--- src/rtl/ltx_pkg.sv ---
package ltx_pkg;

  // Occupancy of the two-entry skid buffer.
  typedef enum logic [1:0] {
    FILL_NONE = 2'd0,
    FILL_ONE  = 2'd1,
    FILL_TWO  = 2'd2
  } fill_e;

  // Number of link status flags that must all be high.
  localparam int unsigned LINK_FLAGS = 3;

endpackage

--- src/rtl/ltx_pad.sv ---
module ltx_pad #(
  parameter int unsigned IN_W  = 16,
  parameter int unsigned OUT_W = 32
) (
  input  logic [IN_W-1:0]  narrow,
  output logic [OUT_W-1:0] wide
);
  localparam int unsigned PAD_W = OUT_W - IN_W;

  generate
    if (PAD_W > 0) begin : g_pad
      assign wide = {{PAD_W{1'b0}}, narrow};
    end else begin : g_pass
      assign wide = narrow;
    end
  endgenerate
endmodule

--- src/rtl/ltx_link_gate.sv ---
module ltx_link_gate #(
  parameter int unsigned NFLAG = ltx_pkg::LINK_FLAGS
) (
  input  logic [NFLAG-1:0] flags,
  input  logic             buf_valid,
  input  logic             sink_ready,
  output logic             out_valid,
  output logic             buf_pop_ready
);
  logic link_ok;

  assign link_ok       = &flags;
  assign out_valid     = buf_valid & link_ok;
  assign buf_pop_ready = sink_ready & link_ok;
endmodule

--- src/rtl/ltx_skid.sv ---
module ltx_skid #(
  parameter int unsigned W = 32
) (
  input  logic         clk,
  input  logic         rst_n,
  input  logic         in_valid,
  output logic         in_ready,
  input  logic [W-1:0] in_data,
  output logic         out_valid,
  input  logic         out_ready,
  output logic [W-1:0] out_data
);
  import ltx_pkg::*;

  fill_e        fill_q, fill_d;
  logic [W-1:0] head_q, head_d;
  logic [W-1:0] spare_q;
  logic         head_en, spare_en;
  logic         ready_q, ready_d;
  logic         push, pop;

  assign push = in_valid & ready_q;
  assign pop  = (fill_q != FILL_NONE) & out_ready;

  always_comb begin
    fill_d   = fill_q;
    head_d   = in_data;
    head_en  = 1'b0;
    spare_en = 1'b0;
    unique case (fill_q)
      FILL_NONE: begin
        if (push) begin
          head_en = 1'b1;
          fill_d  = FILL_ONE;
        end
      end
      FILL_ONE: begin
        if (push && pop) begin
          head_en = 1'b1;
        end else if (push) begin
          spare_en = 1'b1;
          fill_d   = FILL_TWO;
        end else if (pop) begin
          fill_d = FILL_NONE;
        end
      end
      FILL_TWO: begin
        if (pop) begin
          head_d  = spare_q;
          head_en = 1'b1;
          fill_d  = FILL_ONE;
        end
      end
      default: fill_d = FILL_NONE;
    endcase
    ready_d = (fill_d != FILL_TWO);
  end

  always_ff @(posedge clk or negedge rst_n) begin
    if (!rst_n) begin
      fill_q  <= FILL_NONE;
      ready_q <= 1'b0;
    end else begin
      fill_q  <= fill_d;
      ready_q <= ready_d;
    end
  end

  always_ff @(posedge clk) begin
    if (head_en)  head_q  <= head_d;
    if (spare_en) spare_q <= in_data;
  end

  assign in_ready  = ready_q;
  assign out_valid = (fill_q != FILL_NONE);
  assign out_data  = head_q;
endmodule

--- src/rtl/ltx_count.sv ---
module ltx_count #(
  parameter int unsigned CNT_W = 32
) (
  input  logic             clk,
  input  logic             rst_n,
  input  logic             inc,
  output logic [CNT_W-1:0] value
);
  logic [CNT_W-1:0] cnt_q, cnt_d;

  assign cnt_d = cnt_q + {{(CNT_W-1){1'b0}}, 1'b1};

  always_ff @(posedge clk or negedge rst_n) begin
    if (!rst_n)   cnt_q <= '0;
    else if (inc) cnt_q <= cnt_d;
  end

  assign value = cnt_q;
endmodule

--- src/rtl/link_gated_tx.sv ---
module link_gated_tx #(
  parameter int unsigned IN_W  = 16,
  parameter int unsigned OUT_W = 32,
  parameter int unsigned CNT_W = 32
) (
  input  logic             clk,
  input  logic             rst_n,
  input  logic             up_valid,
  output logic             up_ready,
  input  logic [IN_W-1:0]  up_sample,
  output logic             dn_valid,
  input  logic             dn_ready,
  output logic [OUT_W-1:0] dn_word,
  input  logic             lnk_sync_done,
  input  logic             lnk_align_done,
  input  logic             lnk_up,
  output logic [CNT_W-1:0] accepted_count
);
  localparam int unsigned NFLAG = ltx_pkg::LINK_FLAGS;

  logic [OUT_W-1:0] padded;
  logic             buf_valid;
  logic             buf_pop_ready;
  logic             up_ready_int;
  logic [NFLAG-1:0] flag_vec;

  assign flag_vec = {lnk_up, lnk_align_done, lnk_sync_done};

  ltx_pad #(.IN_W(IN_W), .OUT_W(OUT_W)) u_pad (
    .narrow (up_sample),
    .wide   (padded)
  );

  ltx_skid #(.W(OUT_W)) u_skid (
    .clk       (clk),
    .rst_n     (rst_n),
    .in_valid  (up_valid),
    .in_ready  (up_ready_int),
    .in_data   (padded),
    .out_valid (buf_valid),
    .out_ready (buf_pop_ready),
    .out_data  (dn_word)
  );

  ltx_link_gate #(.NFLAG(NFLAG)) u_gate (
    .flags         (flag_vec),
    .buf_valid     (buf_valid),
    .sink_ready    (dn_ready),
    .out_valid     (dn_valid),
    .buf_pop_ready (buf_pop_ready)
  );

  ltx_count #(.CNT_W(CNT_W)) u_cnt (
    .clk   (clk),
    .rst_n (rst_n),
    .inc   (up_valid & up_ready_int),
    .value (accepted_count)
  );

  assign up_ready = up_ready_int;
endmodule

--- config.mk ---
export PLATFORM = sky130hd
export DESIGN_NAME = link_gated_tx
export DESIGN_NICKNAME = d
export VERILOG_FILES = /design/src/rtl/ltx_pkg.sv /design/src/rtl/ltx_pad.sv /design/src/rtl/ltx_link_gate.sv /design/src/rtl/ltx_skid.sv /design/src/rtl/ltx_count.sv /design/src/rtl/link_gated_tx.sv
export SDC_FILE = /design/constraint.sdc
export NUM_CORES = 1
export LEC_CHECK = 0
export ABC_AREA = 1
export ABC_CLOCK_PERIOD_IN_PS = 5400
export BUFFER_PORTS_ARGS = -buffer_cell sky130_fd_sc_hd__buf_4
export CORE_ASPECT_RATIO = 1.25
export CORE_MARGIN = 2
export CORE_UTILIZATION = 35
export CTS_BUF_LIST = sky130_fd_sc_hd__clkbuf_8
export DETAILED_ROUTE_END_ITERATION = 6
export GPL_TIMING_DRIVEN = 0
export MAX_ROUTING_LAYER = met4
export PLACE_DENSITY = 0.55
export SLEW_MARGIN = 10
export SYNTH_ARGS = -nofsm -noshare
export SYNTH_HDL_FRONTEND = slang
export SYNTH_SLANG_ARGS = --single-unit
--- constraint.sdc ---
create_clock -name clk -period 5.4 [get_ports clk]
set_input_delay 0.27 -clock clk [delete_from_list [all_inputs] [get_ports clk]]
set_output_delay 0.27 -clock clk [all_outputs]
set_load 0.02 [all_outputs]
==> summary.txt <==
Run
  • Max cap viols: 0

Cells and area
  • Post-layout instance area: 0.004234 sq mm
  • Multi-input gate area in the final layout: ~0.0012 sq mm
  • Fill cells: 889
  • Nets: 479
  • Area grow syn2layout: 28.52%
  • Seq. cell area: ~0.0018 sq mm
  • Fraction of layout cells with a size suffix above 1: between 20 and 30%
  • Ant. Diodes: 0

Power and ir drop
  • Combinational share of power: 23.8%
  • Pint: approximately 920 uW
  • NetSw: roughly 460 uW
  • Switching part of the total: between 30 and 40%
  • Worst vdd ir: roughly 110 uV
  • Tot Pwr: between 1 and 1.5 mW
  • Sequential power share: between 40% and 50%
  • Pwr per Cell Area: roughly 330 mW/mm^2
  • Clock power share: ~27%
  • LEAKAGE: approximately 2.2 nW

Clock network
  • Clock Latency Late Sink: between 300 and 400 ps
  • Clock transition at the registers of the reported paths: approximately 80 ps
  • CTS tree: done
  • Clock Sinks: 67
  • Post-CTS sizing: 0
  • Num CTS Buffers: 9
  • CTS root buf: clkbuf_8
  • H-Tree Depth: 3
  • Postcts setup bufs: 0
  • Clock Path Buffers: 2

STA
  • Final Slew Violations: 0
  • Worst-Margin Slew: 791.3 ps
  • RSZ-0062 raised after global routing: false
  • Rel. slew slack: approximately 47%
  • Fin crit period: around 1900 ps
  • Skew final: about 12 ps
  • Hold Vio Cnt, Final: 0
  • Final setup vio count: 0
  • Final worst path period share: 34.44%
  • Setup TNS: 0 ps
  • Fmax: 537.7 MHz
  • Final worst slack: approximately 3500 ps

Floorplan
  • Die Span Y: 112.5 microns
  • # rows: 39
  • Die W: roughly 90 microns
  • Die area: 0.01021 sq mm
  • Starting Density: a little over a third
  • CORE AREA: 0.009125 sq mm
  • I/O Pins: between 80 and 90

Synthesis
  • Synth cell types: 27
  • Yosys top cell by area: edfxtp_1
  • Mean post-synth cell area: slightly above 9 sq um
  • Yosys Warn Count: 0
  • Top-area cell type share of the netlist area: 29.17%
  • Syn Inst Count: 356
  • Flops & latches, synth: 67
  • Post-Syn Area: 0.003294 sq mm
  • Top area cells in the synthesized netlist: edfxtp_1, dfrtp_1, nand2_1, inv_1, buf_4
  • Sequential cell area fraction in the yosys report: 55.75%

Setup path
  • Worst setup EP type: register
  • Cells on worst reg2reg path: 6
  • Crit path cell chain: inv_1 > nand2_1 > nand2_1 > nor2_4 > o21ai_0 > inv_1
  • Setup Crit Path Kind: register to register
  • Critical Path RT: about 5400 ps
  • Critical path fanouts, max: 16
  • Critical path arrival: between 1500 and 2000 ps
  • CP peak stage delay: around 470 ps
  • Crit path max-delay cell type: inv_1
  • CP startpoint kind: register

Placed design
  • Input/output buffers: 72
  • Half-perimeter wire length after placement: 5155 microns
  • Dpl cell area: 0.004045 sq mm
  • Place WS: 3243 ps
  • Final Wtd Congestion: approximately 0.75

Hold path
  • WHS Path Cells: 1
  • Worst hold path class: primary input to register

GRT
  • First-pass GRT wire length: around 11000 microns
  • GRT overflow: 0
  • All-Layer GR Usage: 14.45%
  • Number of global-route vias before repair: 2393
  • Largest net degree at the start of global routing: 36
  • Initial antenna violation count: 0

Outcome
  • Status: finished, final reports clean

Route
  • Vias per cell: 4.254
  • Drt drc: 0
  • WL final: approximately 6800 microns
  • Routed Antenna Nets: 0
  • Router iterations before antenna repair: 4
  • Wire length per cell: 11.74 microns
  • DR vias: about 2500
  • 1st-iter DRT viols: 87
[final timing paths]
path                             startpoint             endpoint  slack (ps)
max                        u_skid.fill_q[1]  u_skid.out_data[15]        3540
min                           up_sample[11]   u_skid.spare_q[11]         100
max reg2reg                u_skid.fill_q[1]  u_skid.out_data[15]        3540
min reg2reg                 u_cnt.value[15]      u_cnt.value[15]         510
max in group asynchronous             rst_n      u_cnt.value[15]        4660
min in group asynchronous             rst_n      u_cnt.value[18]         400
[sequential cells by signal (all words and copies together) (netlist names)]
register	flops
u_skid.out_data	16
u_skid.spare_q	16
u_skid.in_ready	1
u_cnt.value	32
u_skid.fill_q	2
[metrics by stage]
| stage | hold slack [ps] | utilization (%) | std cells |
|---|---|---|---|
| after global placement | 264.2 | 44.33 | 566 |
| after CTS | 82.36 | 46.37 | 583 |
| after global routing | 82.99 | 46.40 | 583 |
| after detailed placement | 262.9 | 44.33 | 566 |
| final | 97.92 | 46.40 | 583 |
| after floorplan | -25.59 | - | 371 |
[placed cells by master, fill, tap and decap left out]
| cell | Yosys | final |
|---|---|---|
| nand2_1 | 123 | 123 |
| buf_4 | 16 | 88 |
| inv_1 | 39 | 39 |
| dfrtp_1 | 35 | 35 |
| edfxtp_1 | 32 | 32 |
| nor2_1 | 29 | 28 |
| nand3_1 | 18 | 18 |
| conb_1 | 1 | 16 |
| xor2_1 | 13 | 13 |
| clkbuf_8 | 0 | 9 |
| nand4_1 | 7 | 7 |
| nor2_4 | 6 | 6 |
| nor2_2 | 5 | 6 |
| xnor2_1 | 5 | 5 |
| nand2_2 | 4 | 4 |
| nand3b_1 | 4 | 4 |
| nor3_1 | 3 | 3 |
| clkinv_4 | 0 | 3 |
| inv_2 | 2 | 2 |
| buf_2 | 2 | 2 |
| nand2_4 | 2 | 2 |
| nor2_8 | 2 | 2 |
| o21bai_1 | 2 | 2 |
| clkinv_2 | 0 | 2 |
| buf_6 | 1 | 1 |
| o21ai_0 | 1 | 1 |
| o31ai_1 | 1 | 1 |
| a21oi_1 | 1 | 1 |
| nand3b_4 | 1 | 1 |
| ha_1 | 1 | 1 |
| clkinvlp_4 | 0 | 1 |
| inv_6 | 0 | 1 |
| dlygate4sd3_1 | 0 | 1 |
[cell type report]
class,instances,area share [%]
Multi-Input combinational cell,244,28.84
Inverter,41,3.635
Buffer,19,3.339
Timing Repair Buffer,73,13.00
Tap cell,123,3.635
Clock buffer,9,2.926
Sequential cell,67,43.38
Clock inverter,7,1.241
[cells by family after synthesis]
| logic type | after synthesis | synth area share, % |
|---|---|---|
| and+or+nand+nor | 204 | 29.02 |
| DFF | 67 | 55.75 |
| buffers and inverters | 60 | 8.963 |
| xor gates and xnor gates | 18 | 4.785 |
| AOI/OAI and AO/OA | 5 | 0.9871 |
| adders and majority gates | 1 | 0.3797 |
| other | 1 | 0.1138 |
[synth_stat cells, drive strengths merged]
cell and count:
dfrtp 35, a21oi 1, ha 1, nor2 42
inv 41, o21ai 1, nor3 3, nand3 18
edfxtp 32, buf 19, o31ai 1, nand4 7
xor2 13, nand3b 5, nand2 129, o21bai 2
conb 1, xnor2 5
[power groups by stage]
stage,registers [mW],logic (mW),clock network (mW)
finish,0.675,0.329,0.377
detailed placement,0.688,0.330,0
floorplan,0.742,0.144,0
CTS,0.678,0.332,0.388
global placement,0.686,0.328,0
global route,0.686,0.361,0.407
[metal layers]
layer  vias up  GRT usage [%]  share of wire, %
li1       1282              -                 -
met1      1120          16.83                45
met2        71          24.13                48
met3         7          4.094               5.8
met4         0          4.848               1.2
met5         -              -                 0
[worst max-delay path: cells and delay by family (launching register included)]
family	cells	cell delay [ps]
AOI/OAI and AO/OA	1	140
and+or+nand+nor	3	410
buffers and inverters	2	520
DFF	1	390
[what timing repair did]
action | CTS | global route
hold buffers | 1 | 0
endpoints found under the setup margin | 0 | 0
hold endpoints to repair | 35 | 0
Power figures use the tool's default switching activity.
